==> config.mk <==
export PLATFORM = sky130hd
export DESIGN_NAME = squash_walker
export DESIGN_NICKNAME = d
export VERILOG_FILES = /design/src/rtl/sqw_pkg.sv /design/src/rtl/sqw_ctrl.sv /design/src/rtl/sqw_datapath.sv /design/src/rtl/squash_walker.sv
export SDC_FILE = /design/constraint.sdc
export NUM_CORES = 1
export LEC_CHECK = 0
export BUFFER_PORTS_ARGS = -buffer_cell sky130_fd_sc_hd__buf_2
export CAP_MARGIN = 20
export CORE_ASPECT_RATIO = 0.5
export CORE_MARGIN = 2
export CORE_UTILIZATION = 50
export CTS_CLUSTER_SIZE = 24
export DETAILED_ROUTE_END_ITERATION = 12
export PLACE_DENSITY_LB_ADDON = 0.05
export SYNTH_ARGS = -nofsm -noshare
export SYNTH_HDL_FRONTEND = slang
export SYNTH_SLANG_ARGS = --single-unit
==> constraint.sdc <==
create_clock -name clk -period 5 [get_ports clk]
set_input_delay 0.5 -clock clk [delete_from_list [all_inputs] [get_ports clk]]
set_output_delay 0.5 -clock clk [all_outputs]
set_load 0.03 [all_outputs]
==> src/rtl/sqw_pkg.sv <==
package sqw_pkg;
  typedef struct packed {
    logic active;
    logic load;
    logic step;
    logic park;
  } sqwStrobes_t;
endpackage

==> src/rtl/sqw_ctrl.sv <==
module sqw_ctrl
  import sqw_pkg::*;
(
  input  logic        clk,
  input  logic        rstN,
  input  logic        squashReq,
  input  logic        seqNonZero,
  input  logic        stopSquash,
  input  logic        inRange,
  output sqwStrobes_t strb,
  output logic        busy,
  output logic        done
);
  logic busyQ, doneQ;

  always_comb begin
    strb.active = busyQ && !stopSquash;
    strb.load   = !stopSquash && !busyQ && squashReq && seqNonZero;
    strb.step   = strb.active && inRange;
    strb.park   = stopSquash || (busyQ && !inRange);
  end

  always_ff @(posedge clk) begin
    if (!rstN) begin
      busyQ <= 1'b0;
      doneQ <= 1'b0;
    end else if (stopSquash) begin
      busyQ <= 1'b0;
      doneQ <= 1'b0;
    end else if (strb.load) begin
      busyQ <= 1'b1;
      doneQ <= 1'b0;
    end else if (busyQ && !inRange) begin
      busyQ <= 1'b0;
      doneQ <= 1'b1;
    end else begin
      doneQ <= 1'b0;
    end
  end

  assign busy = busyQ;
  assign done = doneQ;
endmodule

==> src/rtl/sqw_datapath.sv <==
module sqw_datapath
  import sqw_pkg::*;
#(
  parameter int DEPTH     = 8,
  parameter int SEQ_W     = 16,
  parameter int NSRC      = 2,
  parameter int TAG_W     = 6,
  parameter int PHYS_REGS = 40,
  parameter int CNT_W     = 16,
  localparam int IDX_W    = $clog2(DEPTH)
) (
  input  logic                  clk,
  input  logic                  rstN,
  input  sqwStrobes_t           strb,
  input  logic [SEQ_W-1:0]      squashSeq,
  input  logic [IDX_W-1:0]      tailIdx,
  output logic [IDX_W-1:0]      rdIdx,
  input  logic                  entValid,
  input  logic [SEQ_W-1:0]      entSeq,
  input  logic                  entIssued,
  input  logic                  entSquashed,
  input  logic                  entNonSpec,
  input  logic [NSRC-1:0]       entSrcValid,
  input  logic [NSRC-1:0]       entSrcReady,
  input  logic [NSRC*TAG_W-1:0] entSrcTags,
  output logic                  inRange,
  output logic [NSRC-1:0]       cancelValid,
  output logic [NSRC*TAG_W-1:0] cancelTags,
  output logic                  pushValid,
  output logic [IDX_W-1:0]      pushIdx,
  output logic                  nsRemValid,
  output logic [SEQ_W-1:0]      nsRemSeq,
  output logic [CNT_W-1:0]      cntExamined,
  output logic [CNT_W-1:0]      cntOperands,
  output logic [CNT_W-1:0]      cntNsRemoved
);
  localparam logic [TAG_W:0]   TAG_LIMIT = (TAG_W+1)'(PHYS_REGS);
  localparam logic [IDX_W-1:0] LAST_IDX  = IDX_W'(DEPTH - 1);

  logic [IDX_W-1:0] ptr, startIdx, ptrNext;
  logic             ptrValid, lapDone;
  logic [SEQ_W-1:0] boundary;
  logic             actOn;
  logic [CNT_W-1:0] opsThis;

  assign ptrNext = (ptr == '0) ? LAST_IDX : ptr - IDX_W'(1);
  assign rdIdx   = ptr;
  assign inRange = ptrValid && !lapDone && entValid && (entSeq > boundary);
  assign actOn   = strb.active && inRange && !entIssued && !entSquashed;

  assign pushValid  = actOn;
  assign pushIdx    = ptr;
  assign nsRemValid = actOn && entNonSpec;
  assign nsRemSeq   = entSeq;
  assign cancelTags = entSrcTags;

  for (genvar s = 0; s < NSRC; s++) begin : g_src
    logic [TAG_W-1:0] srcTag;
    assign srcTag = entSrcTags[s*TAG_W +: TAG_W];
    assign cancelValid[s] = actOn && !entNonSpec && entSrcValid[s] &&
                            !entSrcReady[s] && ({1'b0, srcTag} < TAG_LIMIT);
  end

  always_comb begin
    opsThis = '0;
    for (int s = 0; s < NSRC; s++) begin
      if (actOn && !entNonSpec && entSrcValid[s]) opsThis = opsThis + CNT_W'(1);
    end
  end

  always_ff @(posedge clk) begin
    if (!rstN) begin
      ptr          <= '0;
      startIdx     <= '0;
      ptrValid     <= 1'b0;
      lapDone      <= 1'b0;
      boundary     <= '0;
      cntExamined  <= '0;
      cntOperands  <= '0;
      cntNsRemoved <= '0;
    end else if (strb.park) begin
      ptrValid <= 1'b0;
      boundary <= '0;
    end else if (strb.load) begin
      ptr      <= tailIdx;
      startIdx <= tailIdx;
      ptrValid <= 1'b1;
      lapDone  <= 1'b0;
      boundary <= squashSeq;
    end else if (strb.step) begin
      ptr          <= ptrNext;
      lapDone      <= (ptrNext == startIdx);
      cntExamined  <= cntExamined + CNT_W'(1);
      cntOperands  <= cntOperands + opsThis;
      cntNsRemoved <= cntNsRemoved + CNT_W'(nsRemValid);
    end
  end
endmodule

==> src/rtl/squash_walker.sv <==
module squash_walker
  import sqw_pkg::*;
#(
  parameter int DEPTH     = 8,
  parameter int SEQ_W     = 16,
  parameter int NSRC      = 2,
  parameter int TAG_W     = 6,
  parameter int PHYS_REGS = 40,
  parameter int CNT_W     = 16,
  localparam int IDX_W    = $clog2(DEPTH)
) (
  input  logic                  clk,
  input  logic                  rstN,
  input  logic                  squashReq,
  input  logic [SEQ_W-1:0]      squashSeq,
  input  logic [IDX_W-1:0]      tailIdx,
  input  logic                  stopSquash,
  output logic [IDX_W-1:0]      rdIdx,
  input  logic                  entValid,
  input  logic [SEQ_W-1:0]      entSeq,
  input  logic                  entIssued,
  input  logic                  entSquashed,
  input  logic                  entNonSpec,
  input  logic [NSRC-1:0]       entSrcValid,
  input  logic [NSRC-1:0]       entSrcReady,
  input  logic [NSRC*TAG_W-1:0] entSrcTags,
  output logic [NSRC-1:0]       cancelValid,
  output logic [NSRC*TAG_W-1:0] cancelTags,
  output logic                  pushValid,
  output logic [IDX_W-1:0]      pushIdx,
  output logic                  nsRemValid,
  output logic [SEQ_W-1:0]      nsRemSeq,
  output logic                  busy,
  output logic                  done,
  output logic [CNT_W-1:0]      cntExamined,
  output logic [CNT_W-1:0]      cntOperands,
  output logic [CNT_W-1:0]      cntNsRemoved
);
  sqwStrobes_t strb;
  logic        inRange;

  sqw_ctrl u_ctrl (
    .clk        (clk),
    .rstN       (rstN),
    .squashReq  (squashReq),
    .seqNonZero (|squashSeq),
    .stopSquash (stopSquash),
    .inRange    (inRange),
    .strb       (strb),
    .busy       (busy),
    .done       (done)
  );

  sqw_datapath #(
    .DEPTH(DEPTH), .SEQ_W(SEQ_W), .NSRC(NSRC), .TAG_W(TAG_W),
    .PHYS_REGS(PHYS_REGS), .CNT_W(CNT_W)
  ) u_dp (
    .clk          (clk),
    .rstN         (rstN),
    .strb         (strb),
    .squashSeq    (squashSeq),
    .tailIdx      (tailIdx),
    .rdIdx        (rdIdx),
    .entValid     (entValid),
    .entSeq       (entSeq),
    .entIssued    (entIssued),
    .entSquashed  (entSquashed),
    .entNonSpec   (entNonSpec),
    .entSrcValid  (entSrcValid),
    .entSrcReady  (entSrcReady),
    .entSrcTags   (entSrcTags),
    .inRange      (inRange),
    .cancelValid  (cancelValid),
    .cancelTags   (cancelTags),
    .pushValid    (pushValid),
    .pushIdx      (pushIdx),
    .nsRemValid   (nsRemValid),
    .nsRemSeq     (nsRemSeq),
    .cntExamined  (cntExamined),
    .cntOperands  (cntOperands),
    .cntNsRemoved (cntNsRemoved)
  );
endmodule

== Word level (Yosys, flattened, before mapping) ==
Cells that the tools add are included.
W data, S select, Z words.
Cells by class
  reduce and logical (&&, ||, !) cells: 39
  magnitude comparators: 3
  muxes and demuxes: 10
  equality and inequality tests: 1
  bitwise logic cells: 3
  add/sub/neg operators: 5
Operators by type and width (count)
  $logic_and A1 B1 Y1: 19
  $add A16 B1 Y16: 1
  $add A16 B1 Y16 const B: 1
  $add A16 B16 Y16: 1
  $gt A16 B16 Y1: 1
  $mux W16: 1
  $reduce_or A16 Y1: 1
  $lt A6 B6 Y1 const B: 2
  $logic_not A1 Y1: 9
  $mux W3: 3
  $mux W1: 6
  $reduce_and A2 Y1: 2
  $reduce_bool A2 Y1: 2
  $reduce_or A2 Y1: 2
  $eq A3 B3 Y1: 1
  $logic_not A3 Y1: 1
  $not A1 Y1: 3
  $reduce_and A3 Y1: 1
  $reduce_or A3 Y1: 1
  $sub A3 B1 Y3 const B: 1
  $add A1 B1 Y2 const B: 1
  $logic_or A1 B1 Y1: 1
Word-level totals
  output and inout port bits: 88
  input bits: 59
  register bits after elaboration: 74

== Logic depth before layout (Yosys ltp) ==
Gate-level depths: netlist of run 1.
  depth in word-level cells: 13
  depth in mapped cells: 16

== By module ==
From an unflattened synthesis of run 1, not the netlist that was laid out.
Unflattened totals
  cells, all modules: 467
  area, all modules: 4150.2 µm²
Modules (own cells, without submodules)
  sqw_datapath: cells each 449, instances 1, area an instance 4007.6 µm², seq. area each 1441.4 µm²
  sqw_ctrl: cells each 13, instances 1, area an instance 111.4 µm², seq. area each 40.0 µm²
  squash_walker: cells each 5, instances 1, area an instance 31.3 µm², seq. area each 0.0 µm²

== Worst setup path before layout of run 1 ==
Ideal clock, no wire load.
  path kind: in2reg
  from: input port entSeq[5]
  to: register u_dp.cntNsRemoved[4]
  data required time: 4.930 ns
  data arrival time: 4.161 ns
  setup slack: 0.769 ns
  cell stages on the path: 13
  library setup time: 0.070 ns
  cells stage by stage: ha_1 -> nand4_2 -> nor4_1 -> or4_4 -> a31o_4 -> clkbuf_2 -> nor3_1 -> and2_1 -> ha_1 -> ha_1 -> inv_1 -> or4_1 -> a21oi_1
On the way
  longest elaborated chain between the ends: 7
  elaborated cells between the ends (all ways): 12
  those cells by class: add/sub (1); order compare (1); bitwise (1); reduce/logical (9)
Ends and longest elaborated chain
  start: declaration: line squash_walker.sv:20  | input logic [SEQ_W-1:0] entSeq,
  $gt A16 B16 Y1: line sqw_datapath.sv:48  | assign inRange = ptrValid && !lapDone && entValid && (entSeq > boundary);
  $logic_and A1 B1 Y1: line sqw_datapath.sv:48
  $logic_and A1 B1 Y1 (3 in a row): line sqw_datapath.sv:49  | assign actOn = strb.active && inRange && !entIssued && !entSquashed;
  net pushValid: line squash_walker.sv:29  | output logic pushValid,
  $logic_and A1 B1 Y1: line sqw_datapath.sv:53  | assign nsRemValid = actOn && entNonSpec;
  net nsRemValid: line squash_walker.sv:31  | output logic nsRemValid,
  $add A16 B1 Y16: line sqw_datapath.sv:95  | cntNsRemoved <= cntNsRemoved + CNT_W'(nsRemValid);
  end signal: assignment: line sqw_datapath.sv:95
  end: declaration: line sqw_datapath.sv:35  | output logic [CNT_W-1:0] cntNsRemoved
The timed path passes the listed nets, and every way through them passes these cells.
A chain may end at the register's enable or synchronous reset.

== Final worst setup path of run 1 ==
  from: register u_dp.boundary[11]
  to: register u_dp.cntOperands[12]
On the way
  longest elaborated chain between the ends: 11
  elaborated cells between the ends (all ways): 17
  those cells by class: add/sub (2); order compare (1); mux (2); bitwise (1); reduce/logical (11)
Ends and longest elaborated chain
  start: declaration: line sqw_datapath.sv:42  | logic [SEQ_W-1:0] boundary;
  start signal: assignment: line sqw_datapath.sv:89  | boundary <= squashSeq;
  $gt A16 B16 Y1 *: line sqw_datapath.sv:48
  $logic_and A1 B1 Y1 *: line sqw_datapath.sv:48
  $logic_and A1 B1 Y1: line sqw_ctrl.sv:19, sqw_datapath.sv:49
  $logic_and A1 B1 Y1 (2 in a row): line sqw_datapath.sv:49
  $logic_and A1 B1 Y1 (2 in a row): line sqw_datapath.sv:67  | if (actOn && !entNonSpec && entSrcValid[s]) opsThis = opsThis + CNT_W'(1);
  $mux W1: line sqw_datapath.sv:67
  $add A1 B1 Y2: line sqw_datapath.sv:67
  $mux W16: line sqw_datapath.sv:67
  $add A16 B16 Y16: line sqw_datapath.sv:94  | cntOperands <= cntOperands + opsThis;
  end signal: assignment: line sqw_datapath.sv:94
  end: declaration: line sqw_datapath.sv:34  | output logic [CNT_W-1:0] cntOperands,
Every way passes the cells marked *; elsewhere a longest branch is shown, timed or not.

==> metrics.md, run 1 <==
| Metric | Value |
|---|---|
| Outcome | `finished clean` |
| Mux cell area share after synthesis | `6.685%` |
| Inserted Clock Buffers | `9` |
| Area Overhead vs Synth | `20.53%` |
| Initial antenna violation count | `0` |
| Synth area leader | `dfxtp_1` |
| Vias | `3,695` |
| Core ar. | `0.008058 sq mm` |
| FILL cells | `753` |
| Post-synthesis simple-gate area fraction | `23.10%` |
| Routed vias/inst | `5.175` |
| WHS Path Cells | `3` |
| Total of max-cap violations | `0` |
| Adder-Cell Fraction of Synth Area | `7.640%` |
| Largest net degree at the start of global routing | `56` |
| Slew of the pin with the lowest slew margin | `0.6836 ns` |
| Design area | `0.005054 sq mm` |
| Top cells by area in the synthesized netlist | `dfxtp_1 35%, ha_1 7.2%, mux2i_1 6.7%` |
| Final wirelength | `9472 um` |
| Critical-path top delay cell | `a2111oi_4` |
| Critical path type | `flop to flop` |
| Clock Skew | `0.004188 ns` |
| Arr. time, crit path | `4.29 ns` |
| Top_reg_cell synth | `dfxtp_1` |
| Compound-Gate Fraction of Synth Area | `15.40%` |
| Clock slew at reported path FFs | `0.06 ns` |
| Initial Utilization | `52.03%` |
| PwrDens | `283.3 mW/mm^2` |
| CTS max path bufs | `2` |
| Fin Hold WS | `0.4198 ns` |
| Largest fanout on the critical path | `14` |
| Tot GR Track Use | `20.78%` |
| Sequential share of the synthesized area | `35.33%` |
| Antenna Cells | `0` |
| Post-synthesis register bit count | `74` |
| Yosys cell types | `48` |
| Top cell type's share of synthesized area | `35.33%` |
| Average wire per standard cell | `13.27 um` |
| Port Buf Inserts | `134` |
| Leakage | `2.244 nW` |
| Clk_lat worst skew | `0.33 ns` |
| Layout cells sized above 1 | `26.91%` |
| Root buf cell | `clkbuf_16` |
| CTS tree | `yes` |
| RR Endpoint | `u_dp.cntOperands[12]` |
| Tcrit/Tclk final | `80.61%` |
| Syn avg cell area | `8.470 sq um` |
| Remaining antenna violation count | `0` |
| Hold Fails Final Rpt | `0` |
| RD Place Congestion | `0.7513` |
| Initial DRC Count | `153` |
| Min Clock Period, post-route | `4.031 ns` |
| Hold EP | `u_dp.boundary[6]` |
| Multi-input logic area | `0.002273 sq mm` |
| Post-CTS Setup Inserts | `0` |
| Reg2Reg Launch Point | `u_dp.boundary[11]` |
| Setup crit start kind | `flop` |
| Grt total ovfl | `0` |
| H-tree Lvls | `3` |
| Crit. End Element | `flop` |
| DP Area | `0.004735 sq mm` |
| # clock sinks | `74` |
| Worst path cell trace | `inv_1 > ha_1 > a21oi_1 > o21ai_0 > a2111oi_4 > a31oi_2 > buf_4 > and3_1 > ha_1 > ha_1 > inv_1 > fa_1 > nand2b_1 > or4_1 > a21oi_1` |
| Vias in the first global route | `3,141` |
| Slew HR | `54.12%` |
| Syn Nets | `579` |
| Worst Hold Launch | `squashSeq[6]` |
| VDD IR-drop max | `0.0001732 V` |
| Register Area | `0.001481 sq mm` |
| Ys Warns | `0` |
| Post-synth EDFFs | `0` |
| Synth Area in XOR/XNOR | `1.253%` |
| Nets | `681` |
| Final setup viols | `0` |
| Hold Buf Count CTS | `0` |
| HP Class | `input pin to flop` |
| Num rows | `23` |
| Post-Syn Area | `0.004193 sq mm` |
| Max-slew violations | `0` |
| Post-synthesis cell count | `495` |
| Most common cell after layout, fill and taps aside | `buf_2` |
| Critical Path Max Stage Delay | `0.59 ns` |
| Setup TNS | `0 ns` |
| Async SR Flop Fraction | `0%` |
| Fmax | `248.1 MHz` |
| Die area | `0.009178 sq mm` |
| Worst path most repeated cell | `ha_1` |
| Detailed Routing Iterations Pass 1 | `4` |
| First-pass GRT wire length | `15,040 um` |
| I/O pin count | `147` |
| Setup slack, reg-to-reg | `0.97 ns` |
| Chip width | `133.5 um` |
| Required @ worst endpoint | `5.26 ns` |
| Main combinational cell family by area after synthesis | `simple AND/OR/NAND/NOR gates` |
| DPL Wire Length | `7031 um` |
| R2R depth | `15` |
| Most frequent cells in the layout | `134 x buf_2, 74 x dfxtp_1, 44 x a21oi_1` |
| RSZ-0062 raised after global routing | `false` |
| DRC Markers | `0` |
| Die height | `68.75 um` |
| Post-CTS sizing | `0` |
critical path, delay by kind of cell (launching register included):
kind	cells	cell delay, ns
buffers and inverters	3	0.32
adders and majority gates	4	1.12
and+or+nand+nor	3	0.95
DFF	1	0.34
AOI/OAI and AO/OA	5	1.23
registers in the layout, indices dropped and copies added (netlist names), 3 cells and up:
signal,cells
u_dp.startIdx,3
u_dp.cntExamined,16
u_dp.boundary,16
u_dp.cntOperands,16
u_dp.cntNsRemoved,16
u_dp.pushIdx,3
cells by family after synthesis:
group,Yosys count
DFF,74
muxes,28
AOI/OAI and AO/OA,100
xor gates and xnor gates,6
adders and majority gates,25
and+or+nand+nor,179
buffers and inverters,83
final cells by class:
class                      count  area share (%)
clock buffer                  10           4.729
clock inverter                 6           1.585
multi-input combinational    338           44.99
inverter                      35           2.600
timing repair buffer         139           14.01
sequential                    74           29.31
tap                          112           2.773
per-stage QoR:
step	setup slack, ns	power (mW)	utilization [%]	cells
final	0.9694	1.432	62.72	714
after global routing	0.6210	1.489	62.72	714
after CTS	0.9453	1.448	62.72	714
after detailed placement	0.7018	0.7511	58.76	698
after global placement	0.7966	0.7495	58.76	698
after floorplan	0.7687	0.7232	-	495
synth_stat cells, types with 2 or more instances:
cell type / count
inv_1: 35
dfxtp_1: 74
nor2_1: 33
clkbuf_1: 9
a21o_1: 3
nand4_1: 8
a31oi_1: 2
a221oi_1: 3
a211oi_1: 2
o21a_1: 2
nand2_1: 42
xnor2_1: 6
or3_1: 8
and3b_1: 2
nand2b_1: 11
and4_1: 4
nor4_1: 6
and3_1: 10
nor3_1: 4
ha_1: 24
and2_1: 6
buf_2: 6
nor2b_1: 2
nand3_1: 16
a311oi_1: 3
a21oi_1: 44
nand3b_1: 3
o21ai_0: 19
o31ai_1: 14
nand4b_1: 5
mux2i_1: 28
buf_4: 31
or4_1: 15
worst max path at each step:
stage	start	end	cells after the start
2_1_floorplan	entSeq[5]	u_dp.cntNsRemoved[4]	13
3_3_place_gp	entSeq[11]	u_dp.cntOperands[4]	15
3_5_place_dp	entSeq[11]	u_dp.cntOperands[6]	15
4_1_cts	u_dp.boundary[11]	u_dp.cntOperands[6]	15
5_1_grt	u_dp.boundary[9]	u_dp.cntOperands[6]	15
6_report	u_dp.boundary[11]	u_dp.cntOperands[12]	15
metal layers:
layer / vias to the layer above / GRT usage (%) / part of all wire, %
li1: 1946 / - / -
met5: - / 0 / 0
met4: 0 / 5.452 / 0.58
met3: 7 / 6.140 / 5.5
met1: 1658 / 27.76 / 50
met2: 84 / 33.44 / 44
power by group:
group	switching [mW]	total (mW)	internal, mW
registers	0.00371	0.600	0.596
logic	0.0843	0.137	0.0528
clock network	0.248	0.695	0.447
No activity file was read; power rests on OpenSTA's default activity.
==> run 2, diff against run 1 <==
Settings changed: CORE_UTILIZATION 50 to 46.
Clock period 5 ns to 3.7 ns, I/O delays scaled along.
==> metrics.md, run 2 (synthesis results as in run 1) <==
| Metric | Value |
|---|---|
| HP Class | `input pin to flop` |
| Final setup viols | `0 (unchanged)` |
| Clock slew at reported path FFs | `0.06 ns (about the same)` |
| Post-CTS Setup Inserts | `0 (unchanged)` |
| Most common cell after layout, fill and taps aside | `buf_2` |
| Routed vias/inst | `5.319 (+2.8%)` |
| Clk_lat worst skew | `0.33 ns (about the same)` |
| Remaining antenna violation count | `0 (unchanged)` |
| RD Place Congestion | `0.7895 (+5.1%)` |
| WP buf/inv | `2 (-1)` |
| Switch share | `22.48% (-0.99 points)` |
| Total of max-cap violations | `0 (unchanged)` |
| CP startpoint | `u_dp.boundary[13]` |
| RR Endpoint | `u_dp.cntOperands[12]` |
| VDD IR-drop max | `0.0002246 V (+30%)` |
| Combinational fraction of design power | `9.4% (-0.2 points)` |
| Sequential share of power | `39.9% (-2.0 points)` |
| H-tree Lvls | `3 (unchanged)` |
| Setup slack, reg-to-reg | `0.18 ns (-0.79 ns)` |
| Final wirelength | `10,060 um (+6.2%)` |
| CTS tree | `yes` |
| Average wire per standard cell | `13.78 um (+3.9%)` |
| # clock sinks | `74 (unchanged)` |
| Nets | `692 (+1.6%)` |
| I/O pin count | `147 (unchanged)` |
| Arr. time, crit path | `3.77 ns (-0.52 ns)` |
| Required @ worst endpoint | `3.95 ns (-1.31 ns)` |
| DPL Wire Length | `7353 um (+4.6%)` |
| Largest net degree at the start of global routing | `55 (-1.8%)` |
| Port Buf Inserts | `134 (unchanged)` |
| Critical-path top delay cell | `nor4_1` |
| Outcome | `finished clean` |
| Slew HR | `56.50% (+2.4 points)` |
| Final Total Pwr | `2.029 mW (+42%)` |
| Clock Skew | `0.008448 ns (+0.004260 ns)` |
| Leakage | `2.320 nW (+3.4%)` |
| Clock power frac | `50.6% (+2.1 points)` |
| CP endpoint | `u_dp.cntOperands[12]` |
| FILL cells | `821 (+9.0%)` |
| Min Clock Period, post-route | `3.520 ns (-0.5104 ns)` |
| Tcrit/Tclk final | `95.14% (+15 points)` |
| Area Overhead vs Synth | `24.26%` |
| Initial antenna violation count | `0 (unchanged)` |
| Layout cells sized above 1 | `28.71% (+1.8 points)` |
| Core ar. | `0.008768 sq mm (+8.8%)` |
| Worst Slack Setup Final | `0.1798 ns (-0.7896 ns)` |
| First-pass GRT wire length | `16,500 um (+9.7%)` |
| Die area | `0.009941 sq mm (+8.3%)` |
| Hold Fails Final Rpt | `0 (unchanged)` |
| Initial DRC Count | `222 (+45%)` |
| Power Internal | `1.573 mW (+44%)` |
| Vias | `3,883 (+5.1%)` |
| Most frequent cells in the layout | `134 x buf_2, 74 x dfxtp_1, 44 x a21oi_1` |
| Die height | `71.51 um (+4.0%)` |
| Crit. path cell count | `14 (-1)` |
| Tot GR Track Use | `20.36% (-0.42 points)` |
| Reg2Reg Launch Point | `u_dp.boundary[13]` |
| Antenna Cells | `0 (unchanged)` |
| Setup crit start kind | `flop` |
| Placed instance count | `714 (+2.3%)` |
| Final std cells w/o fill | `730 (+2.2%)` |
| Crit. End Element | `flop` |
| Fmax | `284.1 MHz (+14%)` |
| Top cell family by delay on the critical path | `simple AND/OR/NAND/NOR gates` |
| Chip width | `139.0 um (+4.1%)` |
| Critical path type | `flop to flop` |
| NetSw | `0.4561 mW (+36%)` |
| DRC Markers | `0 (unchanged)` |
| R2R depth | `14 (-1)` |
| Inserted Clock Buffers | `9 (unchanged)` |
| Grt total ovfl | `0 (unchanged)` |
| Setup WS pre-CTS | `-0.1601 ns (-0.8618 ns)` |
| PwrDens | `389.4 mW/mm^2 (+37%)` |
| Num rows | `24 (+4.3%)` |
| Vias in the first global route | `3,468 (+10%)` |
| Detailed Routing Iterations Pass 1 | `4 (unchanged)` |
| Critical Path Max Stage Delay | `0.46 ns (-0.13 ns)` |
| Largest fanout on the critical path | `11 (-3)` |
| Max-slew violations | `0 (unchanged)` |
| Initial Utilization | `47.82% (-4.2 points)` |
| Worst path cell trace | `inv_1 > ha_1 > nand4_1 > nor4_1 > or4_4 > a31oi_4 > and3_1 > ha_1 > ha_1 > inv_1 > fa_1 > nand2b_4 > or4_1 > a21oi_1` |
| Root buf cell | `clkbuf_16` |
| Slew of the pin with the lowest slew margin | `0.6481 ns (-0.03552 ns)` |
| Fin util | `59.42% (-3.3 points)` |
| CTS max path bufs | `2 (unchanged)` |
| Worst path most repeated cell | `ha_1` |
## run 2: changes by cell type in the layout (fill, tap and decap cells not counted), sizes merged
cell    change
bufinv      +1
clkinv      -2
clkbuf      +1
buf        +11
## run 2: layer usage
layer  global-route usage, %  vias up  wire [um]
met5                       0        -          0
li1                        -     1968          -
met4                   4.938        0         62
met2                   33.88      105       4648
met1                   27.05     1800       4764
met3                   5.147       10        587
## run 2: cell type report
type | instances | area [sq um] | share of cell area, %
clock inverters | 5 | 100.1 | 1.921
flip-flops and latches | 74 | 1481 | 28.43
clock buffers | 11 | 252.7 | 4.851
inverters | 35 | 131.4 | 2.522
well taps | 117 | 146.4 | 2.810
repair buffers | 150 | 790.8 | 15.18
multi-input cells | 338 | 2307 | 44.28
## run 2: power by group through the flow
| stage | logic, mW | registers, mW | clock network [mW] |
|---|---|---|---|
| after floorplan | 0.145 | 0.832 | 0 |
| after global placement | 0.190 | 0.828 | 0 |
| after detailed placement | 0.192 | 0.828 | 0 |
| after CTS | 0.193 | 0.810 | 1.05 |
| after global routing | 0.212 | 0.811 | 1.09 |
| final | 0.191 | 0.810 | 1.03 |
## run 2: repair_timing
action                                  CTS  global route
resized for setup                         2             3
pin swaps                                 0             1
hold endpoints to repair                  0             0
gates cloned                              0             0
endpoints found under the setup margin    6            11
hold buffers                              0             0
## run 2: how the worst min path moves through the flow
stage                  startpoint           endpoint  slack [ns]  cells after the start
floorplan           u_dp.ptrValid      u_dp.ptrValid        0.43                      2
global placement    u_dp.ptrValid      u_dp.ptrValid        0.43                      2
detailed placement  u_dp.ptrValid      u_dp.ptrValid        0.44                      2
CTS                 squashSeq[15]  u_dp.boundary[15]        0.28                      3
global route         squashSeq[9]   u_dp.boundary[9]        0.30                      3
finish              squashSeq[13]  u_dp.boundary[13]        0.29                      3
## run 2: worst reg2reg max path: cells and delay by family, from the launching register on
family	cells	cell delay [ns]
simple gates	6	1.67
fa+ha+maj	4	1.13
flops	1	0.33
compound gates	2	0.21
buf+inv	2	0.11
## run 2: through the flow
| step | setup TNS, ns | area (sq um) | hold WS (ns) |
|---|---|---|---|
| detailed placement | -1.030 | 4835 | 0.4372 |
| global placement | -0.3859 | 4835 | 0.4335 |
| CTS | 0 | 5196 | 0.2776 |
| finish | 0 | 5210 | 0.2854 |
| floorplan | 0 | 4204 | 0.4256 |
| global route | -0.07680 | 5210 | 0.3009 |
